## config.mk

```make
export PLATFORM = sky130hd
export DESIGN_NAME = tdm_strobe_timer
export DESIGN_NICKNAME = d
export VERILOG_FILES = /design/src/rtl/tdm_strobe_pkg.sv /design/src/rtl/tdm_rst_sync.sv /design/src/rtl/tdm_fp_watch.sv /design/src/rtl/tdm_frame_cnt.sv /design/src/rtl/tdm_strobe_gen.sv /design/src/rtl/tdm_strobe_timer.sv
export SDC_FILE = /design/constraint.sdc
export NUM_CORES = 1
export LEC_CHECK = 0
export BUFFER_PORTS_ARGS = -buffer_cell sky130_fd_sc_hd__buf_2
export CAP_MARGIN = 10
export CORE_MARGIN = 2
export CORE_UTILIZATION = 40
export CTS_BUF_LIST = sky130_fd_sc_hd__clkbuf_8
export DETAILED_ROUTE_END_ITERATION = 16
export GPL_TIMING_DRIVEN = 0
export SLEW_MARGIN = 20
export SYNTH_ARGS = -nofsm -noshare
export SYNTH_HDL_FRONTEND = slang
export SYNTH_SLANG_ARGS = --single-unit
```

## constraint.sdc

```tcl
create_clock -name clk_i -period 1.61 [get_ports clk_i]
set_input_delay 0.2415 -clock clk_i [delete_from_list [all_inputs] [get_ports clk_i]]
set_output_delay 0.2415 -clock clk_i [all_outputs]
set_load 0.005 [all_outputs]
```

## src/rtl/tdm_strobe_pkg.sv

```systemverilog
package tdm_strobe_pkg;

  // Default frame geometry
  localparam int unsigned SLOT_BITS_D    = 8;   // bits per timeslot
  localparam int unsigned NUM_SLOTS_D    = 32;  // timeslots per frame
  localparam int unsigned MCLK_PER_BIT_D = 2;   // master cycles per bit (power of two)
  localparam int unsigned LOW_LIMIT_D    = 4;   // low samples tolerated before held-low
  localparam int unsigned PAIR_STRIDE_D  = 2;   // slot offset of the alternate pair
  localparam int unsigned NUM_STRB       = 2;   // strobes per pair

  // Registered output bundle
  typedef struct packed {
    logic                bclk;
    logic [NUM_STRB-1:0] strb;
  } tdm_out_t;

endpackage

```

## src/rtl/tdm_rst_sync.sv

```systemverilog
module tdm_rst_sync #(
  parameter int unsigned STAGES = 2
) (
  input  logic clk_i,
  input  logic rst_ni,
  output logic rst_sync_no
);

  logic [STAGES-1:0] sync_q;
  logic [STAGES-1:0] sync_d;

  always_comb begin
    sync_d = {sync_q[STAGES-2:0], 1'b1};
  end

  // Assert asynchronously, release after STAGES clock edges
  always_ff @(posedge clk_i or negedge rst_ni) begin
    if (!rst_ni) begin
      sync_q <= '0;
    end else begin
      sync_q <= sync_d;
    end
  end

  assign rst_sync_no = sync_q[STAGES-1];

endmodule

```

## src/rtl/tdm_fp_watch.sv

```systemverilog
module tdm_fp_watch #(
  parameter int unsigned LOW_LIMIT = 4
) (
  input  logic clk_i,
  input  logic rst_ni,
  input  logic fp_ni,
  output logic fp_s_o,     // registered frame-pulse sample
  output logic held_o      // line held low
);

  localparam int unsigned RUN_MAX = LOW_LIMIT + 1;
  localparam int unsigned RUN_W   = $clog2(RUN_MAX + 1);
  localparam logic [RUN_W-1:0] RUN_TOP = RUN_W'(RUN_MAX);
  localparam logic [RUN_W-1:0] RUN_LIM = RUN_W'(LOW_LIMIT);

  logic             fp_q;
  logic [RUN_W-1:0] run_q, run_d;
  logic             held_q, held_d;
  logic             run_en;

  // Run counter: counts consecutive low samples, saturating
  always_comb begin
    run_en = fp_q || (run_q != RUN_TOP);
    if (fp_q) begin
      run_d = '0;
    end else begin
      run_d = run_q + RUN_W'(1);
    end
  end

  // Held-low: current sample low and at least LOW_LIMIT lows before it
  always_comb begin
    held_d = !fp_q && (run_q >= RUN_LIM);
  end

  always_ff @(posedge clk_i or negedge rst_ni) begin
    if (!rst_ni) begin
      fp_q   <= 1'b1;
      run_q  <= '0;
      held_q <= 1'b0;
    end else begin
      fp_q   <= fp_ni;
      held_q <= held_d;
      if (run_en) begin
        run_q <= run_d;
      end
    end
  end

  assign fp_s_o = fp_q;
  assign held_o = held_q;

endmodule

```

## src/rtl/tdm_frame_cnt.sv

```systemverilog
module tdm_frame_cnt #(
  parameter int unsigned FRAME_LEN = 512,
  localparam int unsigned CNT_W    = $clog2(FRAME_LEN)
) (
  input  logic             clk_i,
  input  logic             rst_ni,
  input  logic             fp_s_i,
  output logic [CNT_W-1:0] cnt_o
);

  localparam logic [CNT_W-1:0] LAST = CNT_W'(FRAME_LEN - 1);

  logic [CNT_W-1:0] cnt_q, cnt_d;

  always_comb begin
    if (!fp_s_i) begin
      cnt_d = '0;                    // resynchronise on pulse
    end else if (cnt_q == LAST) begin
      cnt_d = '0;                    // free-running wrap
    end else begin
      cnt_d = cnt_q + CNT_W'(1);
    end
  end

  always_ff @(posedge clk_i or negedge rst_ni) begin
    if (!rst_ni) begin
      cnt_q <= '0;
    end else begin
      cnt_q <= cnt_d;
    end
  end

  assign cnt_o = cnt_q;

endmodule

```

## src/rtl/tdm_strobe_gen.sv

```systemverilog
module tdm_strobe_gen
  import tdm_strobe_pkg::*;
#(
  parameter int unsigned CNT_W     = 9,
  parameter int unsigned SLOT_SH   = 4,   // log2 master cycles per slot
  parameter int unsigned PHASE_SH  = 1,   // log2 master cycles per bit
  parameter int unsigned ALT_BASE  = 2
) (
  input  logic             clk_i,
  input  logic             rst_ni,
  input  logic [CNT_W-1:0] cnt_i,
  input  logic             held_i,
  input  logic             sel_i,
  output tdm_out_t         out_o
);

  localparam int unsigned SLOT_W = CNT_W - SLOT_SH;
  localparam logic [SLOT_W-1:0] ALT = SLOT_W'(ALT_BASE);

  logic [SLOT_W-1:0] slot;
  logic [SLOT_W-1:0] base;
  tdm_out_t          out_d, out_q;

  assign slot = cnt_i[CNT_W-1:SLOT_SH];
  assign base = sel_i ? ALT : '0;

  // Bit clock: high in the first half of each bit period
  assign out_d.bclk = !held_i && !cnt_i[PHASE_SH-1];

  // One strobe per slot of the selected pair
  for (genvar k = 0; k < NUM_STRB; k++) begin : g_strb
    assign out_d.strb[k] = !held_i && (slot == (base + SLOT_W'(k)));
  end

  always_ff @(posedge clk_i or negedge rst_ni) begin
    if (!rst_ni) begin
      out_q <= '0;
    end else begin
      out_q <= out_d;
    end
  end

  assign out_o = out_q;

endmodule

```

## src/rtl/tdm_strobe_timer.sv

```systemverilog
module tdm_strobe_timer
  import tdm_strobe_pkg::*;
#(
  parameter int unsigned SLOT_BITS    = SLOT_BITS_D,
  parameter int unsigned NUM_SLOTS    = NUM_SLOTS_D,
  parameter int unsigned MCLK_PER_BIT = MCLK_PER_BIT_D,
  parameter int unsigned LOW_LIMIT    = LOW_LIMIT_D,
  parameter int unsigned PAIR_STRIDE  = PAIR_STRIDE_D
) (
  input  logic clk_i,
  input  logic rst_ni,
  input  logic fp_ni,
  input  logic pair_sel_i,
  output logic bclk_o,
  output logic strb_a_o,
  output logic strb_b_o
);

  localparam int unsigned SLOT_CYC  = SLOT_BITS * MCLK_PER_BIT;
  localparam int unsigned FRAME_LEN = SLOT_CYC * NUM_SLOTS;
  localparam int unsigned CNT_W     = $clog2(FRAME_LEN);
  localparam int unsigned SLOT_SH   = $clog2(SLOT_CYC);
  localparam int unsigned PHASE_SH  = $clog2(MCLK_PER_BIT);

  logic             rst_sync_n;
  logic             fp_s;
  logic             held;
  logic [CNT_W-1:0] cnt;
  tdm_out_t         outs;

  tdm_rst_sync #(.STAGES(2)) i_rst_sync (
    .clk_i       (clk_i),
    .rst_ni      (rst_ni),
    .rst_sync_no (rst_sync_n)
  );

  tdm_fp_watch #(.LOW_LIMIT(LOW_LIMIT)) i_fp_watch (
    .clk_i  (clk_i),
    .rst_ni (rst_sync_n),
    .fp_ni  (fp_ni),
    .fp_s_o (fp_s),
    .held_o (held)
  );

  tdm_frame_cnt #(.FRAME_LEN(FRAME_LEN)) i_frame_cnt (
    .clk_i  (clk_i),
    .rst_ni (rst_sync_n),
    .fp_s_i (fp_s),
    .cnt_o  (cnt)
  );

  tdm_strobe_gen #(
    .CNT_W    (CNT_W),
    .SLOT_SH  (SLOT_SH),
    .PHASE_SH (PHASE_SH),
    .ALT_BASE (PAIR_STRIDE)
  ) i_strobe_gen (
    .clk_i  (clk_i),
    .rst_ni (rst_sync_n),
    .cnt_i  (cnt),
    .held_i (held),
    .sel_i  (pair_sel_i),
    .out_o  (outs)
  );

  assign bclk_o   = outs.bclk;
  assign strb_a_o = outs.strb[0];
  assign strb_b_o = outs.strb[1];

endmodule

```

==> results of run 1 <==
## cells in the final DEF, fill, tap and decap left out, types with 2 or more instances in the layout
master / Yosys / routed
xor2_1: 2 / 2
o21ai_0: 3 / 3
xnor2_1: 3 / 3
nand2_1: 6 / 6
nor2_1: 10 / 10
ha_1: 4 / 4
buf_2: 0 / 6
dfrtp_1: 18 / 18
nand3_1: 2 / 2
inv_1: 1 / 2
or3_1: 3 / 3
a21oi_1: 3 / 3
clkbuf_8: 0 / 3
nor2b_1: 2 / 2
and2_1: 2 / 2
## synth_stat cells
library cell  number  area (µm²)
or3_1              3        18.8
nand4_1            1        6.26
xnor2_1            3        26.3
inv_1              1        3.75
nand2_1            6        22.5
nor4_1             1        6.26
nor2_1            10        37.5
o21ai_0            3        15.0
a211oi_1           1        7.51
dfstp_2            1        26.3
nor2b_1            2        12.5
conb_1             1        3.75
nand3_1            2        10.0
dfrtp_1           18         450
nand3_2            1        10.0
nor3_1             2        10.0
xor2_1             2        17.5
a21oi_1            3        15.0
and3_1             1        6.26
ha_1               4        50.1
and2_1             2        12.5
nand2b_1           1        6.26
## layer usage
| layer | vias to the layer above | GRT usage | wire length (µm) |
|---|---|---|---|
| li1 | 257 | - | - |
| met1 | 234 | 0.167 | 523 |
| met2 | 6 | 0.208 | 584 |
| met3 | 2 | 0.0340 | 34 |
| met4 | 0 | 0.0811 | 13 |
| met5 | - | 0 | 0 |
## cell families after synthesis
group                    after synthesis  synth area share
AND/OR/NAND/NOR                       32             0.205
flip-flops                            19             0.616
AO/OA/AOI/OAI                          7            0.0485
XOR/XNOR                               5            0.0566
adder cells (fa/ha/maj)                4            0.0646
buffers and inverters                  1           0.00484
other                                  1           0.00484
## report_power, final
group          switching [W]  internal [W]  leakage, nW  total [W]
combinational      0.0000245     0.0000291        0.148  0.0000536
sequential         0.0000261      0.000501        0.247   0.000527
clock               0.000145      0.000169       0.0269   0.000314
## final cells by class
cell class	instances	area (µm²)
clock buffers	3	41.3
clock inverters	1	3.75
fillers	164	872
inverters	1	3.75
multi-input cells	49	307
flip-flops and latches	19	477
well taps	25	31.3
repair buffers	8	47.5
## metrics by stage
step | hold WS, ns | instances | setup WS, ns | area (µm²) | power, W
2_1_floorplan | -0.0541 | 69 | 0.214 | 774 | 0.000564
3_3_place_gp | 0.0265 | 100 | -0.0112 | 836 | 0.000583
3_5_place_dp | 0.0336 | 100 | -0.0112 | 836 | 0.000585
4_1_cts | 0.0816 | 105 | 0.0667 | 893 | 0.000901
5_1_grt | 0.0749 | 106 | 0.00611 | 911 | 0.000941
6_report | 0.0851 | 106 | 0.136 | 911 | 0.000896
## sequential cells by signal, summed over array words and instances, names as in the netlist
register	cells
i_fp_watch.held_o	1
i_fp_watch.fp_s_o	1
i_fp_watch.run_q	3
i_frame_cnt.cnt_o	9
i_strobe_gen.out_o	3
i_rst_sync.sync_q	2
## worst max-delay path by stage
stage / from / endpoint / slack (ns) / cells past startpoint
after floorplan: i_frame_cnt.cnt_o[0] / i_frame_cnt.cnt_o[2] / 0.21 / 6
after global placement: i_frame_cnt.cnt_o[0] / i_frame_cnt.cnt_o[2] / -0.01 / 6
after detailed placement: i_frame_cnt.cnt_o[0] / i_frame_cnt.cnt_o[3] / -0.01 / 6
after CTS: i_frame_cnt.cnt_o[0] / i_frame_cnt.cnt_o[6] / 0.07 / 6
after global routing: i_frame_cnt.cnt_o[0] / i_frame_cnt.cnt_o[3] / 0.006 / 6
final: i_frame_cnt.cnt_o[0] / i_frame_cnt.cnt_o[6] / 0.14 / 6
## worst max-delay path, stage by stage (launching register included)
cell	delay (ns)
dfrtp_1	0.41
ha_1	0.22
nand2_1	0.11
nor3_2	0.19
ha_1	0.19
nand2b_4	0.17
a21oi_1	0.05
## what timing repair did
item,4_1_cts,5_1_grt
gates resized for setup,1,2
pin swaps,0,0
setup endpoints to repair,7,7
hold endpoints to repair,2,0
hold buffers,1,0
buffers inserted,0,1
==> out/qor.txt, run 1 <==
Post-synthesis cell area - 774 µm²
Final GP Congestion - 0.738
Starting density of the core - 0.434
I/O pin count - 7
Port bufs - 6
CTS Buf Count - 3
CP arrival - 1.61 ns
H-Tree Depth - 1
CTS sink cnt - 19
Worst skew pair latency - 0.25 ns
Avg Inst Size Synth - 11.2 µm²
Cell leakage power - 0.422 nW
Largest net degree at the start of global routing - 18
Vias in the first global route - 488
Worst Skew - 0.00222 ns
Min Tclk post-route - 1.47 ns
Grt ovf - 0
First-pass GRT wire length - 2060 µm
Post-Route WL - 1160 µm
Worst-path clk slew - 0.07 ns
DR vias - 499
Post-synth cell types - 22
Final core occ - 0.511
CP required - 1.74 ns
Rows - 15
Critical path type - reg2reg
Net count, final - 90
CP endpoint kind - flop
Worst-path maximum fanout - 7
Sum Neg Setup Slack - 0 ns
Period utilization - 0.916
#FFs+latches synth - 19
Seq/Total Area, Yosys - 0.616
Wirelength per Cell - 10.9 µm
HPWL Detailed - 833 µm
Outcome - completed
Yosys warning total - 0
Capture point of the worst reg-to-reg path - i_frame_cnt.cnt_o[6]
R2r startpoint - i_frame_cnt.cnt_o[0]
N_diodes - 0
Syn nets - 77
Min-delay src - fp_ni
Via-to-Cell Ratio - 4.71
Slew Viols, Final - 0
Setup Viol. Count Final - 0
Hold endpoint - i_fp_watch.fp_s_o
Initial antenna violation count - 0
# Max-Cap Violations - 0
Worst Hold Class - in2reg
Worst-case clock buffer depth - 2
Drt first pass iters - 2
Worst Tran Pin Value - 0.673 ns
Drt first-iter violations - 8
R2r worst-path depth - 6
Syn Inst Count - 69
RSZ-0062 raised after global routing - false
Post-route antenna net violation count - 0
R2R Setup Slk - 0.14 ns
Relative slew margins - 0.552
GR Util All Layers - 0.134
Peak VDD IR - 0.438 mV
Die extent in y - 48 µm
Fmax - 678 MHz
Share of cells above drive strength 1 - 0.173
Core ar. - 0.00178 mm²
Die Wd - 48 µm
Residual DRC - 0
CTS tree - yes
Pwr/cell area - 983 mW/mm²
Worst hold path depth - 1
Startpoint type of the worst setup path - flop
Layout area overhead - 17.6%
Die Area - 0.00230 mm²
Clock root cell - clkbuf_8
Fin. Hold Viols - 0
Note: power is estimated with default switching activity, not from simulation.
==> run 2: changes to the inputs <==
--- a/config.mk
+++ b/config.mk
@@ -7,12 +7,16 @@
 export LEC_CHECK = 0
 export BUFFER_PORTS_ARGS = -buffer_cell sky130_fd_sc_hd__buf_2
 export CAP_MARGIN = 10
+export CELL_PAD_IN_SITES_DETAIL_PLACEMENT = 1
+export CELL_PAD_IN_SITES_GLOBAL_PLACEMENT = 2
 export CORE_MARGIN = 2
 export CORE_UTILIZATION = 40
 export CTS_BUF_LIST = sky130_fd_sc_hd__clkbuf_8
 export DETAILED_ROUTE_END_ITERATION = 16
 export GPL_TIMING_DRIVEN = 0
+export PLACE_DENSITY_LB_ADDON = 0.1
 export SLEW_MARGIN = 20
 export SYNTH_ARGS = -nofsm -noshare
 export SYNTH_HDL_FRONTEND = slang
+export SYNTH_HIERARCHICAL = 1
 export SYNTH_SLANG_ARGS = --single-unit
==> constraint.sdc (replaced) <==
create_clock -name clk_i -period 1.61 [get_ports clk_i]
set_input_delay 0.2415 -clock clk_i [delete_from_list [all_inputs] [get_ports clk_i]]
set_output_delay 0.2415 -clock clk_i [all_outputs]
set_load 0.1 [all_outputs]
==> run 2 against run 1 <==
Final cell count did not move. Largest cell class unchanged. Largest power group unchanged. Clock-buffer cell count did not move. Clock power rose by 2%. Maximum frequency fell by 0.94%. Combinational power rose by 63%.
==> out/qor.txt, run 2 <==
Post-CTS setup buffers - 0 (unchanged)
Buf/Inv on CP - 0 (unchanged)
Worst Skew - 0.00429 ns (was 0.00222 ns)
Residual DRC - 0 (unchanged)
CP arrival - 1.67 ns (was 1.61 ns)
Most frequent cells after synthesis - dfrtp_1 (18), nor2_1 (7), a21oi_1 (5), nand3_1 (5), ha_1 (4) (was dfrtp_1 (18), nor2_1 (10), nand2_1 (6), ha_1 (4))
Period utilization - 0.925 (was 0.916)
Fmax - 672 MHz (was 678 MHz)
Syn nets - 76 (was 77)
#FFs+latches synth - 19 (unchanged)
Largest net degree at the start of global routing - 18 (unchanged)
Layout area overhead - 15.1% (was 17.6%)
DR vias - 527 (was 499)
Commonest non-fill, non-tap cells in the layout - dfrtp_1 (18), nor2_1 (7), buf_2 (6) (was dfrtp_1 (18), nor2_1 (10), nand2_1 (6), buf_2 (6), ha_1 (4))
I/O pin count - 7 (unchanged)
Sum Neg Setup Slack - 0 ns (unchanged)
Synth Area in Compound Gates - 0.0715 (was 0.0485)
Wirelength per Cell - 13.5 µm (was 10.9 µm)
CP endpoint kind - flop (unchanged)
Via-to-Cell Ratio - 4.97 (was 4.71)
Startpoint type of the worst setup path - flop (unchanged)
CTS tree - yes (unchanged)
Yosys top cell by area - dfrtp_1 (unchanged)
Worst Tran Pin Value - 0.664 ns (was 0.673 ns)
Die Wd - 48.8 µm (was 48 µm)
Pwr/cell area - 1010 mW/mm² (was 983 mW/mm²)
Net Sw Power - 0.000234 W (was 0.000196 W)
H-Tree Depth - 1 (unchanged)
Adder-cell share of the synthesized area - 0.0622 (was 0.0646)
Initial antenna violation count - 0 (unchanged)
Slew Viols, Final - 0 (unchanged)
Fin. Hold Viols - 0 (unchanged)
Seq/Total Area, Yosys - 0.593 (was 0.616)
Min Tclk post-route - 1.49 ns (was 1.47 ns)
Starting density of the core - 0.419 (was 0.434)
Rows - 16 (was 15)
Worst skew pair latency - 0.25 ns (about the same)
Count leader, synth - dfrtp_1 (unchanged)
Most frequent CP cell - ha_1 (unchanged)
R2r worst-path depth - 6 (unchanged)
CTS sink cnt - 19 (unchanged)
CTS Buf Count - 3 (unchanged)
Vias in the first global route - 589 (was 488)
Max incr delay on CP - 0.43 ns (was 0.41 ns)
Worst-case clock buffer depth - 2 (unchanged)
Largest family of logic cells by synthesized area - simple AND/OR/NAND/NOR gates (unchanged)
Yosys warning total - 6 (was 0)
Synth top area cells - dfrtp_1 (56%), ha_1 (6.2%), dfstp_2 (3.3%) (was dfrtp_1 (58%), ha_1 (6.5%), nor2_1 (4.8%))
Post-Route WL - 1430 µm (was 1160 µm)
Peak VDD IR - 0.601 mV (was 0.438 mV)
Clock root cell - clkbuf_8 (unchanged)
Worst-path clk slew - 0.07 ns (about the same)
R2r startpoint - i_frame_cnt/cnt_o[0] (was i_frame_cnt.cnt_o[0])
Worst hold path depth - 1 (unchanged)
Setup Viol. Count Final - 0 (unchanged)
Post-synthesis cell area - 805 µm² (was 774 µm²)
Capture point of the worst reg-to-reg path - i_frame_cnt/cnt_o[6] (was i_frame_cnt.cnt_o[6])
Most used DFF post-synth - dfrtp_1 (unchanged)
Hold endpoint - i_fp_watch/fp_s_o (was i_fp_watch.fp_s_o)
Port bufs - 6 (unchanged)
Core ar. - 0.00192 mm² (was 0.00178 mm²)
# Max-Cap Violations - 0 (unchanged)
Outcome - completed (unchanged)
Drt first pass iters - 2 (unchanged)
Relative slew margins - 0.558 (was 0.552)
Post-synthesis mux area share - 0 (unchanged)
Die Area - 0.00239 mm² (was 0.00230 mm²)
Syn Inst Count - 68 (was 69)
Clock power share - 0.341 (was 0.351)
Top cell type's share of synthesized area - 0.560 (was 0.582)
EDFF count, synth - 0 (unchanged)
R2R Setup Slk - 0.12 ns (was 0.14 ns)
Comb power frac - 0.094 (was 0.060)
Cell leakage power - 0.437 nW (was 0.422 nW)
N_diodes - 0 (unchanged)
Post-route antenna net violation count - 0 (unchanged)
Drt first-iter violations - 1 (was 8)
Die extent in y - 48.8 µm (was 48 µm)
Min-delay src - fp_ni (unchanged)
CP top delay family - adder cells (was simple AND/OR/NAND/NOR gates)
Critical path type - reg2reg (unchanged)
HPWL Detailed - 1020 µm (was 833 µm)
Share of cells above drive strength 1 - 0.215 (was 0.173)
RSZ-0062 raised after global routing - false (unchanged)
First-pass GRT wire length - 2550 µm (was 2060 µm)
Worst Hold Class - in2reg (unchanged)
Final GP Congestion - 0.688 (was 0.738)
Sequential power share - 0.565 (was 0.589)
CP required - 1.79 ns (was 1.74 ns)
Internal power - 0.000701 W (was 0.000700 W)
Critical path, cell by cell - ha_1, nand3_1, nor2_1, ha_1, nand2b_2, a21oi_1 (was ha_1, nand2_1, nor3_2, ha_1, nand2b_4, a21oi_1)
Post-synth cell types - 23 (was 22)
Most common cell after layout, fill and taps aside - dfrtp_1 (unchanged)
GR Util All Layers - 0.143 (was 0.134)
CP max stage cell - dfrtp_1 (unchanged)
Grt ovf - 0 (unchanged)
Avg Inst Size Synth - 11.8 µm² (was 11.2 µm²)
Worst-path maximum fanout - 7 (unchanged)
Post-synthesis simple-gate area fraction - 0.221 (was 0.205)
Net count, final - 88 (was 90)
Switching share of power - 0.250 (was 0.219)
Tot Pwr - 0.000935 W (was 0.000896 W)
Xor/xnor cell area share of the yosys netlist - 0.0435 (was 0.0565)
Largest register FFs - 9 (unchanged)
Synth async-reset ratio - 1.00 (unchanged)
[run 2: timing repair]
action / 4_1_cts / 5_1_grt
setup endpoints to repair: 0 / 7
endpoints found under the hold margin: 2 / 0
hold buffers: 1 / 0
gates resized for setup: 0 / 1
[run 2: worst max-delay path by stage]
stage                                end                  from  cells past startpoint
floorplan           i_frame_cnt/cnt_o[5]  i_frame_cnt/cnt_o[0]                      6
global placement    i_frame_cnt/cnt_o[6]  i_frame_cnt/cnt_o[0]                      6
detailed placement  i_frame_cnt/cnt_o[2]  i_frame_cnt/cnt_o[0]                      6
CTS                 i_frame_cnt/cnt_o[6]  i_frame_cnt/cnt_o[0]                      6
global route        i_frame_cnt/cnt_o[6]  i_frame_cnt/cnt_o[0]                      6
finish              i_frame_cnt/cnt_o[6]  i_frame_cnt/cnt_o[0]                      6
[run 2: worst register-to-register path, stage by stage, from the launching register on]
cell,delay (ns)
dfrtp_1,0.43
ha_1,0.27
nand3_1,0.10
nor2_1,0.05
ha_1,0.18
nand2b_2,0.24
a21oi_1,0.15
[run 2: final cells by class]
class                           instances  area (µm²)
Tap cell                               27        33.8
Clock buffer                            3        41.3
Timing Repair Buffer                    7        40.0
Sequential cell                        19         477
Multi-Input combinational cell         48         327
Fill cell                             221         996
Inverter                                1        3.75
Clock inverter                          1        3.75
[run 2: power groups by stage]
stage	clock, W	combinational (W)	sequential [W]
3_3_place_gp	0	0.0000821	0.000537
6_report	0.000319	0.0000876	0.000528
2_1_floorplan	0	0.0000387	0.000560
5_1_grt	0.000350	0.0000972	0.000532
3_5_place_dp	0	0.0000862	0.000538
4_1_cts	0.000339	0.0000885	0.000529
[run 2: cell families (layout without fill, tap and decap cells)]
| logic type | count (synthesis) | in the layout |
|---|---|---|
| XOR/XNOR | 4 | 4 |
| adder cells (fa/ha/maj) | 4 | 4 |
| buffers and inverters | 1 | 12 |
| flip-flops | 19 | 19 |
| AND/OR/NAND/NOR | 29 | 29 |
| AO/OA/AOI/OAI | 10 | 10 |
| other | 1 | 1 |
[run 2: routing by layer]
layer | vias to the layer above | share of wire | global-route usage
li1 | 255 | - | -
met1 | 264 | 0.47 | 0.171
met2 | 6 | 0.50 | 0.244
met3 | 2 | 0.014 | 0.0276
met4 | 0 | 0.018 | 0.0714
met5 | - | 0 | 0
[run 2: per-stage QoR]
stage | instance area, µm² | instances | util | setup slack [ns] | hold WS (ns)
4_1_cts | 923 | 106 | 0.480 | 0.0552 | 0.0807
5_1_grt | 926 | 106 | 0.482 | 0.00648 | 0.0785
3_5_place_dp | 868 | 101 | 0.452 | 0.0728 | 0.0266
3_3_place_gp | 868 | 101 | 0.452 | 0.0797 | 0.0253
2_1_floorplan | 805 | 68 | - | 0.263 | -0.0541
6_report | 926 | 106 | 0.482 | 0.122 | 0.0953
==> run 3: changes to the inputs <==
--- a/config.mk
+++ b/config.mk
@@ -10,7 +10,7 @@
 export CELL_PAD_IN_SITES_DETAIL_PLACEMENT = 1
 export CELL_PAD_IN_SITES_GLOBAL_PLACEMENT = 2
 export CORE_MARGIN = 2
-export CORE_UTILIZATION = 40
+export CORE_UTILIZATION = 36
 export CTS_BUF_LIST = sky130_fd_sc_hd__clkbuf_8
 export DETAILED_ROUTE_END_ITERATION = 16
 export GPL_TIMING_DRIVEN = 0
==> constraint.sdc (replaced) <==
create_clock -name clk_i -period 1.3 [get_ports clk_i]
set_input_delay 0.195 -clock clk_i [delete_from_list [all_inputs] [get_ports clk_i]]
set_output_delay 0.195 -clock clk_i [all_outputs]
set_load 0.1 [all_outputs]
==> run 3 against run 2 <==
Cell area is 8.9% higher. Via count did not move. Sequential power up 24%. Combinational power increased by 38%. Power increased by 27%. Wire length decreased by 2.1%. Clock skew decreased by 0.0014 ns. First-iteration DRC count is the same. Sequential share of layout area fell by 4.1 points. Utilization decreased by 1.7 points.
==> out/qor.txt, run 3 (synthesis results as in run 2) <==
Switching share of power - 0.254 (was 0.250)
Cell leakage power - 0.445 nW (was 0.437 nW)
Clock root cell - clkbuf_8 (unchanged)
Port bufs - 6 (unchanged)
Relative slew margins - 0.553 (was 0.558)
Wirelength per Cell - 12.7 µm (was 13.5 µm)
Rows - 17 (was 16)
Worst skew pair latency - 0.25 ns (about the same)
Die Area - 0.00263 mm² (was 0.00239 mm²)
H-Tree Depth - 1 (unchanged)
Largest net degree at the start of global routing - 18 (unchanged)
Vias in the first global route - 568 (was 589)
Net Sw Power - 0.000300 W (was 0.000234 W)
Share of cells above drive strength 1 - 0.354 (was 0.215)
Die Wd - 51.3 µm (was 48.8 µm)
Critical path type - reg2reg (unchanged)
Die extent in y - 51.3 µm (was 48.8 µm)
Initial antenna violation count - 0 (unchanged)
CTS Buf Count - 3 (unchanged)
Largest register FFs - 9 (unchanged)
RSZ-0062 raised after global routing - true (was false)
Worst Hold Class - in2reg (unchanged)
Commonest non-fill, non-tap cells in the layout - dfrtp_1 (17), buf_2 (6), nor2_1 (5) (was dfrtp_1 (18), nor2_1 (7), buf_2 (6))
Fin. Hold Viols - 0 (unchanged)
Grt ovf - 0 (unchanged)
Drt first pass iters - 4 (was 2)
First-pass GRT wire length - 2530 µm (was 2550 µm)
CTS sink cnt - 19 (unchanged)
CP arrival - 1.43 ns (was 1.67 ns)
Most frequent CP cell - ha_4 (was ha_1)
Sum Neg Setup Slack - 0 ns (unchanged)
N_diodes - 0 (unchanged)
Most common cell after layout, fill and taps aside - dfrtp_1 (unchanged)
Internal power - 0.000884 W (was 0.000701 W)
Residual DRC - 0 (unchanged)
Core ar. - 0.00217 mm² (was 0.00192 mm²)
Worst-case clock buffer depth - 2 (unchanged)
Slew Viols, Final - 0 (unchanged)
Fmax - 797 MHz (was 672 MHz)
CP required - 1.48 ns (was 1.79 ns)
Critical path, cell by cell - ha_4, nand3_2, nor2_4, ha_4, nand2b_4, a21oi_1 (was ha_1, nand3_1, nor2_1, ha_1, nand2b_2, a21oi_1)
Final GP Congestion - 0.644 (was 0.688)
Startpoint type of the worst setup path - flop (unchanged)
Worst Tran Pin Value - 0.671 ns (was 0.664 ns)
# Max-Cap Violations - 0 (unchanged)
Worst Skew - 0.00289 ns (was 0.00429 ns)
Setup Viol. Count Final - 0 (unchanged)
Min Tclk post-route - 1.26 ns (was 1.49 ns)
CTS tree - yes (unchanged)
Drt first-iter violations - 1 (unchanged)
Tot Pwr - 0.00118 W (was 0.000935 W)
GR Util All Layers - 0.134 (was 0.143)
I/O pin count - 7 (unchanged)
Clock power share - 0.345 (was 0.341)
Via-to-Cell Ratio - 4.79 (was 4.97)
Period utilization - 0.966 (was 0.925)
Outcome - completed (unchanged)
Max incr delay on CP - 0.42 ns (was 0.43 ns)
Starting density of the core - 0.371 (was 0.419)
Pwr/cell area - 1170 mW/mm² (was 1010 mW/mm²)
Post-Route WL - 1400 µm (was 1430 µm)
Comb power frac - 0.102 (was 0.094)
DR vias - 527 (unchanged)
CP max stage cell - dfrtp_1 (unchanged)
Worst-path clk slew - 0.07 ns (about the same)
Worst-path maximum fanout - 7 (unchanged)
Post-route antenna net violation count - 0 (unchanged)
CP endpoint kind - flop (unchanged)
Layout area overhead - 25.4% (was 15.1%)
HPWL Detailed - 988 µm (was 1020 µm)
Fin Hold WS - 0.0373 ns (was 0.0953 ns)
Sequential power share - 0.553 (was 0.565)
Peak VDD IR - 0.749 mV (was 0.601 mV)
Net count, final - 91 (was 88)
## run 3: changes by cell type in the layout (fill, tap and decap cells not counted), sizes merged
cell and change:
buf +3, clkinvlp +1, inv -1
## run 3: final cells by class
cell class                      count  area [µm²]
Sequential cell                    19         478
Fill cell                         244        1160
Inverter                            1        3.75
Clock buffer                        3        41.3
Timing Repair Buffer               10        62.6
Clock inverter                      1        7.51
Multi-Input combinational cell     48         380
Tap cell                           28        35.0
## run 3: through the flow
| stage | worst slack [ns] | instances | utilization | area [µm²] |
|---|---|---|---|---|
| after detailed placement | -0.142 | 102 | 0.404 | 877 |
| final | 0.0447 | 110 | 0.465 | 1010 |
| after global routing | -0.0337 | 110 | 0.465 | 1010 |
| after CTS | -0.00600 | 110 | 0.450 | 977 |
| after global placement | -0.116 | 102 | 0.404 | 877 |
| after floorplan | 0.0246 | 68 | - | 812 |
## run 3: worst max-delay path, delay by kind of cell (launching register included)
kind	cells	cell delay (ns)
adder cells (fa/ha/maj)	2	0.33
flip-flops	1	0.42
AO/OA/AOI/OAI	1	0.13
AND/OR/NAND/NOR	3	0.30
## run 3: per-layer routing
metal | track usage | vias to the layer above | routed length [µm]
li1 | - | 261 | -
met1 | 0.167 | 258 | 635
met2 | 0.221 | 6 | 710
met3 | 0.0351 | 2 | 46
met4 | 0.0526 | 0 | 8
met5 | 0 | - | 0
## run 3: final timing paths
kind	startpoint	to	slack, ns	cells past startpoint
max in group asynchronous	i_rst_sync/sync_q[1]	i_frame_cnt/cnt_o[4]	0.55	0
min in group asynchronous	rst_ni	i_rst_sync/sync_q[1]	0.25	2
worst max-delay path	i_frame_cnt/cnt_o[0]	i_frame_cnt/cnt_o[6]	0.04	6
worst min-delay path	fp_ni	i_fp_watch/fp_s_o	0.04	1
worst max register to register	i_frame_cnt/cnt_o[0]	i_frame_cnt/cnt_o[6]	0.04	6
worst min register to register	i_rst_sync/sync_q[1]	i_strobe_gen/out_o[0]	0.28	0
## run 3: timing repair
item,4_1_cts,5_1_grt
resized for setup,4,7
endpoints found under the hold margin,2,0
hold buffers,1,0
buffers inserted,3,0
pin swaps,2,3
endpoints found under the setup margin,9,9
cloned,0,0
## run 3: power groups by stage
stage                     clock network, W  registers, W   logic, W
after floorplan                          0      0.000694  0.0000489
after global placement                   0      0.000666   0.000103
after detailed placement                 0      0.000666   0.000106
after CTS                         0.000427      0.000656   0.000123
after global routing              0.000459      0.000662   0.000136
final                             0.000408      0.000654   0.000121
